$ cat config.mk
export PLATFORM = sky130hd
export DESIGN_NAME = pll_param_encoder
export DESIGN_NICKNAME = d
export VERILOG_FILES = /design/src/rtl/pllenc_pkg.sv /design/src/rtl/pllenc_divider.sv /design/src/rtl/pllenc_range.sv /design/src/rtl/pllenc_pack.sv /design/src/rtl/pll_param_encoder.sv
export SDC_FILE = /design/constraint.sdc
export NUM_CORES = 2
export LEC_CHECK = 0
export BUFFER_PORTS_ARGS = -buffer_cell sky130_fd_sc_hd__buf_2
export CORE_MARGIN = 2
export CORE_UTILIZATION = 30
export CTS_CLUSTER_SIZE = 40
export DETAILED_ROUTE_END_ITERATION = 7
export PLACE_DENSITY = 0.55
export SLEW_MARGIN = 20
export SYNTH_ARGS = -nofsm -noshare
export SYNTH_HDL_FRONTEND = slang
export SYNTH_SLANG_ARGS = --single-unit
$ cat constraint.sdc
create_clock -name clk -period 10.4 [get_ports clk]
set_input_delay 2.08 -clock clk [delete_from_list [all_inputs] [get_ports clk]]
set_output_delay 2.08 -clock clk [all_outputs]
set_load 0.02 [all_outputs]
$ cat src/rtl/pllenc_pkg.sv
package pllenc_pkg;

  localparam int N_W     = 12;
  localparam int M_W     = 9;
  localparam int P_MAX   = 4;
  localparam int P_W     = 3;
  localparam int NN_W    = N_W + P_MAX;
  localparam int P_SAT   = 2 ** P_MAX;
  localparam int Q_MIN   = 16;
  localparam int Q_MAX   = 63;
  localparam int Q_FLD_W = 6;
  localparam int R_MAX   = 511;
  localparam int RNG_W   = 2;
  localparam int RNG_LVL = 3;

  typedef enum logic [1:0] {
    ST_IDLE  = 2'd0,
    ST_RATIO = 2'd1,
    ST_SPLIT = 2'd2
  } enc_state_e;

  typedef struct packed {
    logic [7:0] b3;
    logic [7:0] b2;
    logic [7:0] b1;
    logic [7:0] b0;
  } cfg_bytes_t;

  function automatic logic is_bypass(input logic [N_W-1:0] n, input logic [M_W-1:0] m);
    return (n == '0) || (m == '0) || (NN_W'(n) == NN_W'(m));
  endfunction

  // Halve the ratio until it reaches one, counting down from P_MAX.
  function automatic logic [P_W-1:0] derive_p(input logic [NN_W-1:0] ratio);
    logic [NN_W-1:0] r;
    logic [P_W-1:0]  p;
    if (ratio >= NN_W'(P_SAT)) return '0;
    r = ratio;
    p = P_W'(P_MAX);
    for (int i = 0; i < P_MAX; i++) begin
      if (r > NN_W'(1)) begin
        r = r >> 1;
        p = p - P_W'(1);
      end
    end
    return p;
  endfunction

  function automatic logic [NN_W-1:0] scale_n(input logic [N_W-1:0] n, input logic [P_W-1:0] p);
    return NN_W'(n) << p;
  endfunction

  function automatic logic split_invalid(input logic [NN_W-1:0] q, input logic [NN_W-1:0] r);
    return (q < NN_W'(Q_MIN)) || (q > NN_W'(Q_MAX)) || (r > NN_W'(R_MAX));
  endfunction

endpackage

$ cat src/rtl/pllenc_divider.sv
module pllenc_divider #(
  parameter int DVD_W = 16,
  parameter int DVS_W = 9
) (
  input  logic             clk,
  input  logic             rst_n,
  input  logic             go,
  input  logic [DVD_W-1:0] dividend,
  input  logic [DVS_W-1:0] divisor,
  output logic             busy_o,
  output logic             fin_o,
  output logic [DVD_W-1:0] quo_o,
  output logic [DVS_W-1:0] rem_o
);
  localparam int CNT_W = $clog2(DVD_W + 1);

  logic [DVS_W-1:0] acc;
  logic [DVS_W-1:0] dvs_q;
  logic [DVD_W-1:0] shq;
  logic [CNT_W-1:0] cnt;
  logic             busy;
  logic             fin;

  logic [DVS_W:0] trial;
  logic [DVS_W:0] diff;
  logic           take;

  assign trial = {acc, shq[DVD_W-1]};
  assign take  = trial >= {1'b0, dvs_q};
  assign diff  = trial - {1'b0, dvs_q};

  always_ff @(posedge clk or negedge rst_n) begin
    if (!rst_n) begin
      acc   <= '0;
      dvs_q <= '0;
      shq   <= '0;
      cnt   <= '0;
      busy  <= 1'b0;
      fin   <= 1'b0;
    end else begin
      fin <= 1'b0;
      if (go) begin
        acc   <= '0;
        dvs_q <= divisor;
        shq   <= dividend;
        cnt   <= CNT_W'(DVD_W);
        busy  <= 1'b1;
      end else if (busy) begin
        acc <= take ? diff[DVS_W-1:0] : trial[DVS_W-1:0];
        shq <= {shq[DVD_W-2:0], take};
        cnt <= cnt - CNT_W'(1);
        if (cnt == CNT_W'(1)) begin
          busy <= 1'b0;
          fin  <= 1'b1;
        end
      end
    end
  end

  assign busy_o = busy;
  assign fin_o  = fin;
  assign quo_o  = shq;
  assign rem_o  = acc;

  a_r3_nonzero_divisor: assert property (@(posedge clk) disable iff (!rst_n)
    go |-> divisor != '0);

  a_r3_rem_below_divisor: assert property (@(posedge clk) disable iff (!rst_n)
    fin_o |-> rem_o < dvs_q);

  a_r3_fin_after_busy: assert property (@(posedge clk) disable iff (!rst_n)
    fin_o |-> ($past(busy) && !busy_o));

endmodule

$ cat src/rtl/pllenc_range.sv
module pllenc_range
  import pllenc_pkg::*;
#(
  parameter int               F_W   = 32,
  parameter logic [F_W-1:0]   TH_LO = 32'd125_000_000,
  parameter logic [F_W-1:0]   TH_MD = 32'd150_000_000,
  parameter logic [F_W-1:0]   TH_HI = 32'd175_000_000
) (
  input  logic [F_W-1:0]   ref_hz,
  input  logic [N_W-1:0]   n,
  input  logic [M_W-1:0]   m,
  output logic [RNG_W-1:0] code
);
  localparam int PW = F_W + N_W + M_W;
  localparam logic [F_W-1:0] TH [RNG_LVL] = '{TH_LO, TH_MD, TH_HI};

  logic [PW-1:0]      lhs;
  logic [RNG_LVL-1:0] above;

  // floor(ref*n/m) >= T  <=>  ref*n >= T*m, so no third division is needed.
  assign lhs = PW'(ref_hz) * PW'(n);

  for (genvar k = 0; k < RNG_LVL; k++) begin : g_lvl
    assign above[k] = lhs >= (PW'(TH[k]) * PW'(m));
  end

  always_comb begin
    code = '0;
    for (int k = 0; k < RNG_LVL; k++) begin
      if (above[k]) code = RNG_W'(k + 1);
    end
  end

  always_comb begin
    a_r6_thermometer: assert (!(above[2] && !above[1]) && !(above[1] && !above[0]));
  end

endmodule

$ cat src/rtl/pllenc_pack.sv
module pllenc_pack
  import pllenc_pkg::*;
(
  input  logic [N_W-1:0]     n,
  input  logic [M_W-1:0]     r,
  input  logic [Q_FLD_W-1:0] q,
  input  logic [P_W-1:0]     p,
  input  logic [RNG_W-1:0]   rng,
  output cfg_bytes_t         bytes_o
);
  always_comb begin
    bytes_o.b0 = n[11:4];
    bytes_o.b1 = {n[3:0], r[8:5]};
    bytes_o.b2 = {r[4:0], q[5:3]};
    bytes_o.b3 = {q[2:0], p, rng};
  end
endmodule

$ cat src/rtl/pll_param_encoder.sv
module pll_param_encoder
  import pllenc_pkg::*;
#(
  parameter int             F_W   = 32,
  parameter logic [F_W-1:0] TH_LO = 32'd125_000_000,
  parameter logic [F_W-1:0] TH_MD = 32'd150_000_000,
  parameter logic [F_W-1:0] TH_HI = 32'd175_000_000
) (
  input  logic           clk,
  input  logic           rst_n,
  input  logic           start,
  input  logic [11:0]    mult_n,
  input  logic [8:0]     div_m,
  input  logic [F_W-1:0] ref_hz,
  output logic [7:0]     cfg_b0,
  output logic [7:0]     cfg_b1,
  output logic [7:0]     cfg_b2,
  output logic [7:0]     cfg_b3,
  output logic           bypass_o,
  output logic           err_o,
  output logic           done_o
);
  enc_state_e     state;
  logic [N_W-1:0] n_q;
  logic [M_W-1:0] m_q;
  logic [F_W-1:0] ref_q;
  logic [P_W-1:0] p_q;
  cfg_bytes_t     cfg_q;

  logic             accept;
  logic             byp_req;
  logic             ratio_done;
  logic             split_done;
  logic             split_bad;
  logic [P_W-1:0]   p_next;
  logic [NN_W-1:0]  nn_w;

  logic             div_go;
  logic [NN_W-1:0]  div_dvd;
  logic [M_W-1:0]   div_dvs;
  logic             div_busy;
  logic             div_fin;
  logic [NN_W-1:0]  div_quo;
  logic [M_W-1:0]   div_rem;

  logic [RNG_W-1:0] rng_code;
  cfg_bytes_t       packed_w;

  assign accept     = (state == ST_IDLE) && start;
  assign byp_req    = is_bypass(mult_n, div_m);
  assign ratio_done = (state == ST_RATIO) && div_fin;
  assign split_done = (state == ST_SPLIT) && div_fin;
  assign p_next     = derive_p(div_quo);
  assign nn_w       = scale_n(n_q, p_next);
  assign split_bad  = split_invalid(div_quo, NN_W'(div_rem));

  assign div_go  = (accept && !byp_req) || ratio_done;
  assign div_dvd = accept ? NN_W'(mult_n) : nn_w;
  assign div_dvs = accept ? div_m : m_q;

  pllenc_divider #(
    .DVD_W (NN_W),
    .DVS_W (M_W)
  ) u_div (
    .clk      (clk),
    .rst_n    (rst_n),
    .go       (div_go),
    .dividend (div_dvd),
    .divisor  (div_dvs),
    .busy_o   (div_busy),
    .fin_o    (div_fin),
    .quo_o    (div_quo),
    .rem_o    (div_rem)
  );

  pllenc_range #(
    .F_W   (F_W),
    .TH_LO (TH_LO),
    .TH_MD (TH_MD),
    .TH_HI (TH_HI)
  ) u_range (
    .ref_hz (ref_q),
    .n      (n_q),
    .m      (m_q),
    .code   (rng_code)
  );

  pllenc_pack u_pack (
    .n       (n_q),
    .r       (div_rem),
    .q       (div_quo[Q_FLD_W-1:0]),
    .p       (p_q),
    .rng     (rng_code),
    .bytes_o (packed_w)
  );

  always_ff @(posedge clk or negedge rst_n) begin
    if (!rst_n) begin
      state    <= ST_IDLE;
      n_q      <= '0;
      m_q      <= '0;
      ref_q    <= '0;
      p_q      <= '0;
      cfg_q    <= '0;
      bypass_o <= 1'b0;
      err_o    <= 1'b0;
      done_o   <= 1'b0;
    end else begin
      done_o <= 1'b0;
      unique case (state)
        ST_IDLE: begin
          if (start) begin
            n_q      <= mult_n;
            m_q      <= div_m;
            ref_q    <= ref_hz;
            cfg_q    <= '0;
            err_o    <= 1'b0;
            bypass_o <= byp_req;
            if (byp_req) done_o <= 1'b1;
            else         state  <= ST_RATIO;
          end
        end
        ST_RATIO: begin
          if (ratio_done) begin
            p_q   <= p_next;
            state <= ST_SPLIT;
          end
        end
        ST_SPLIT: begin
          if (split_done) begin
            state  <= ST_IDLE;
            done_o <= 1'b1;
            if (split_bad) err_o <= 1'b1;
            else           cfg_q <= packed_w;
          end
        end
        default: state <= ST_IDLE;
      endcase
    end
  end

  assign cfg_b0 = cfg_q.b0;
  assign cfg_b1 = cfg_q.b1;
  assign cfg_b2 = cfg_q.b2;
  assign cfg_b3 = cfg_q.b3;

  a_r1_bypass_done: assert property (@(posedge clk) disable iff (!rst_n)
    (accept && byp_req) |=> (done_o && bypass_o && !err_o));

  a_r1_flags_exclusive: assert property (@(posedge clk) disable iff (!rst_n)
    !(bypass_o && err_o));

  a_r2_p_field_range: assert property (@(posedge clk) disable iff (!rst_n)
    (done_o && !bypass_o && !err_o) |-> (cfg_b3[4:2] <= 3'd4));

  a_r4_q_field_floor: assert property (@(posedge clk) disable iff (!rst_n)
    (done_o && !bypass_o && !err_o) |-> ({cfg_b2[2:0], cfg_b3[7:5]} >= 6'd16));

  a_r4_err_bytes_zero: assert property (@(posedge clk) disable iff (!rst_n)
    err_o |-> ({cfg_b3, cfg_b2, cfg_b1, cfg_b0} == 32'd0));

  a_r4_err_hold: assert property (@(posedge clk) disable iff (!rst_n)
    (err_o && !start) |=> err_o);

  a_r7_done_when_idle: assert property (@(posedge clk) disable iff (!rst_n)
    done_o |-> (state == ST_IDLE && !div_busy));

  a_r8_busy_start_ignored: assert property (@(posedge clk) disable iff (!rst_n)
    (state != ST_IDLE && start) |=> $stable(n_q) && $stable(m_q));

endmodule

==> metrics.md <==
| Metric | Value |
|---|---|
| Slew @ Worst Pin | `1090 ps` |
| Gpl congestion | `0.889` |
| Resize count post-CTS | `0` |
| Core outline area | `93000 um2` |
| Num CTS Buffers | `17` |
| Final setup vio count | `0` |
| ANT nets after route | `0` |
| Synth warn | `0` |
| Remaining Overflow, GRT | `0` |
| Buf/Inv on CP | `5` |
| Seq/Total Area, Yosys | `11.9%` |
| Chip width | `310 um` |
| Cells after DPL | `4449` |
| Tmin final | `8940 ps` |
| Synth Net Count | `4061` |
| Max-cap violations | `0` |
| Die ar. | `96100 um2` |
| Crit path DAT | `9290 ps` |
| Post-synthesis average cell area | `8.78 um2` |
| Seq cells post-synth | `134` |
| Fin nets | `4075` |
| Post-CTS setup buffers | `0` |
| Slew HR | `27.3%` |
| Initial Utilization | `30.2%` |
| H-tree depth | `4` |
| Synth async-reset ratio | `100%` |
| Hold path depth | `2` |
| WS Path Type | `reg2reg` |
| DRT Wirelength | `81700 um` |
| Hold Slack | `478 ps` |
| Crit path depth | `32` |
| Clock transition at path regs | `80 ps` |
| HP Class | `reg2reg` |
| Root buf cell | `clkbuf_16` |
| Slew Limit Fails | `0` |
| Clock skew | `21.9 ps` |
| Cell mode on critical path | `fa_1` |
| Mapped Cells | `3200` |
| Max stage delay on crit path | `980 ps` |
| Row cnt | `112` |
| Post-synth top cells | `nand2_1, inv_1, fa_1` |
| Initial antenna violation count | `0` |
| Clock sinks | `134` |
| Setup TNS | `0 ps` |
| Layout Cells excl Fill | `4481` |
| Antenna cells | `0` |
| DRC marker count from the first detailed-route iteration | `1529` |
| Fin crit share | `85.9%` |
| Outcome | `finished, final reports clean` |
| Count of cell types in the netlist | `81` |
| Post-synth EDFFs | `0` |
| Wirelength per Cell | `18.2 um` |
| First-pass GRT wire length | `130000 um` |
| Port bufs | `90` |
| Synth area leaders | `fa_1, ha_1, dfrtp_1, nand2_1, inv_1` |
| Critical-path top delay cell | `dfrtp_1` |
| Largest net degree at the start of global routing | `82` |
| Synth top area share | `30.9%` |
| Clock Latency Late Sink | `480 ps` |
| Ys flop type | `dfrtp_1` |
| Hold buffers post-CTS | `0` |
| Synth area leader | `fa_1` |
| CTS Buffer Depth | `2` |
| Final Hold Fails | `0` |
| Die height | `310 um` |
| CP delay by family, top | `adder cells` |
| TritonCTS clock tree | `built` |
| Mapped Area | `28100 um2` |
| Max Fclk | `112 MHz` |
| Vias | `21582` |
| Worst Path Required | `10750 ps` |
| Via-to-Cell Ratio | `4.82` |
| Crit path capture type | `flop` |
| IO Count | `91` |
| Vias in the first global route | `21884` |
| Proportion of layout cells with a drive suffix above 1 | `5.92%` |
| Reg2reg path depth | `32` |
| Hpwl dp | `67000 um` |
| Most numerous cell in the Yosys netlist | `nand2_1` |
| CP startpoint kind | `flop` |
| GR Util All Layers | `17.5%` |
| First-pass DRT Iterations | `5` |
| Layout area overhead | `8.44%` |
| Worst-path fanout max | `23` |
| RSZ-0062 raised after global routing | `false` |
| Residual DRC | `0` |
| Fin util | `32.7%` |
-- per-stage QoR --
step	instance area (um2)	setup WS (ps)
after floorplan	28100	2620
after global placement	29900	1490
after detailed placement	29900	1420
after CTS	30500	1390
after global routing	30500	879
final	30500	1460
-- per-layer routing --
metal	routed length (um)	share of wire, %	vias to the layer above	track usage [%]
li1	-	-	10273	-
met1	38300	47	10799	25.1
met2	39000	48	465	29.0
met3	3610	4.4	45	1.89
met4	792	0.97	0	2.58
met5	0	0	-	0
-- registers in the layout, indices dropped and copies added (netlist names), 8 cells and up --
| signal | count |
|---|---|
| cfg_b0 | 8 |
| cfg_b1 | 8 |
| cfg_b2 | 8 |
| cfg_b3 | 8 |
| m_q | 9 |
| n_q | 12 |
| ref_q | 32 |
| u_div.dvs_q | 9 |
| u_div.quo_o | 16 |
| u_div.rem_o | 9 |
-- final timing paths --
kind / startpoint / endpoint / slack, ps
worst max-delay path: n_q[8]$_DFFE_PN0P_ / cfg_b3[0]$_DFFE_PN0P_ / 1460
worst min-delay path: cfg_b0[5]$_DFFE_PN0P_ / cfg_b0[5]$_DFFE_PN0P_ / 480
worst max register to register: n_q[8]$_DFFE_PN0P_ / cfg_b3[0]$_DFFE_PN0P_ / 1460
worst min register to register: cfg_b0[5]$_DFFE_PN0P_ / cfg_b0[5]$_DFFE_PN0P_ / 480
max in group asynchronous: rst_n / n_q[9]$_DFFE_PN0P_ / 7400
min in group asynchronous: rst_n / cfg_b1[7]$_DFFE_PN0P_ / 1680
-- worst register-to-register path: cells and delay by family (launching register included) --
kind,cells,cell delay [ps]
flip-flops,1,980
adder cells (fa/ha/maj),7,3340
XOR/XNOR,1,220
AND/OR/NAND/NOR,7,1340
AO/OA/AOI/OAI,12,2360
buffers and inverters,5,590
-- cells in the final DEF (no fill, tap or decap), drive strengths merged, types with 5 or more instances in the layout --
master,instances
mux2,5
o21ai,132
a211o,14
and2,127
xnor2,56
inv,536
nor3,26
nor2b,18
o31ai,8
o21a,18
o21bai,14
a221oi,5
a211oi,18
and3,7
nand3,27
nand2,553
a31oi,16
dfrtp,134
or2,12
mux2i,47
fa,433
ha,372
nor2,92
or3,11
o211ai,13
a21o,63
clkinv,6
a21boi,11
nor4,14
buf,120
nand2b,31
xor2,60
clkbuf,17
nand4,24
a21oi,143
-- cell type report --
cell class / instances / area (um2)
clock buffers: 17 / 425
clock inverters: 15 / 160
fillers: 9829 / 62600
inverters: 528 / 1980
multi-input cells: 2413 / 22300
flip-flops and latches: 134 / 3350
well taps: 1254 / 1570
repair buffers: 120 / 682
-- logic make-up (layout without fill, tap and decap cells) --
group	Yosys count	after routing	synth area share, %
AND/OR/NAND/NOR	957	957	15.5
adder cells (fa/ha/maj)	805	805	47.4
buffers and inverters	653	680	8.78
AO/OA/AOI/OAI	483	483	10.8
flip-flops	134	134	11.9
XOR/XNOR	116	116	3.62
multiplexers	52	52	1.88
Power is left out: the tool's default activity adds up to more than one toggle a clock period on the data nets, which glitch-free logic cannot reach.
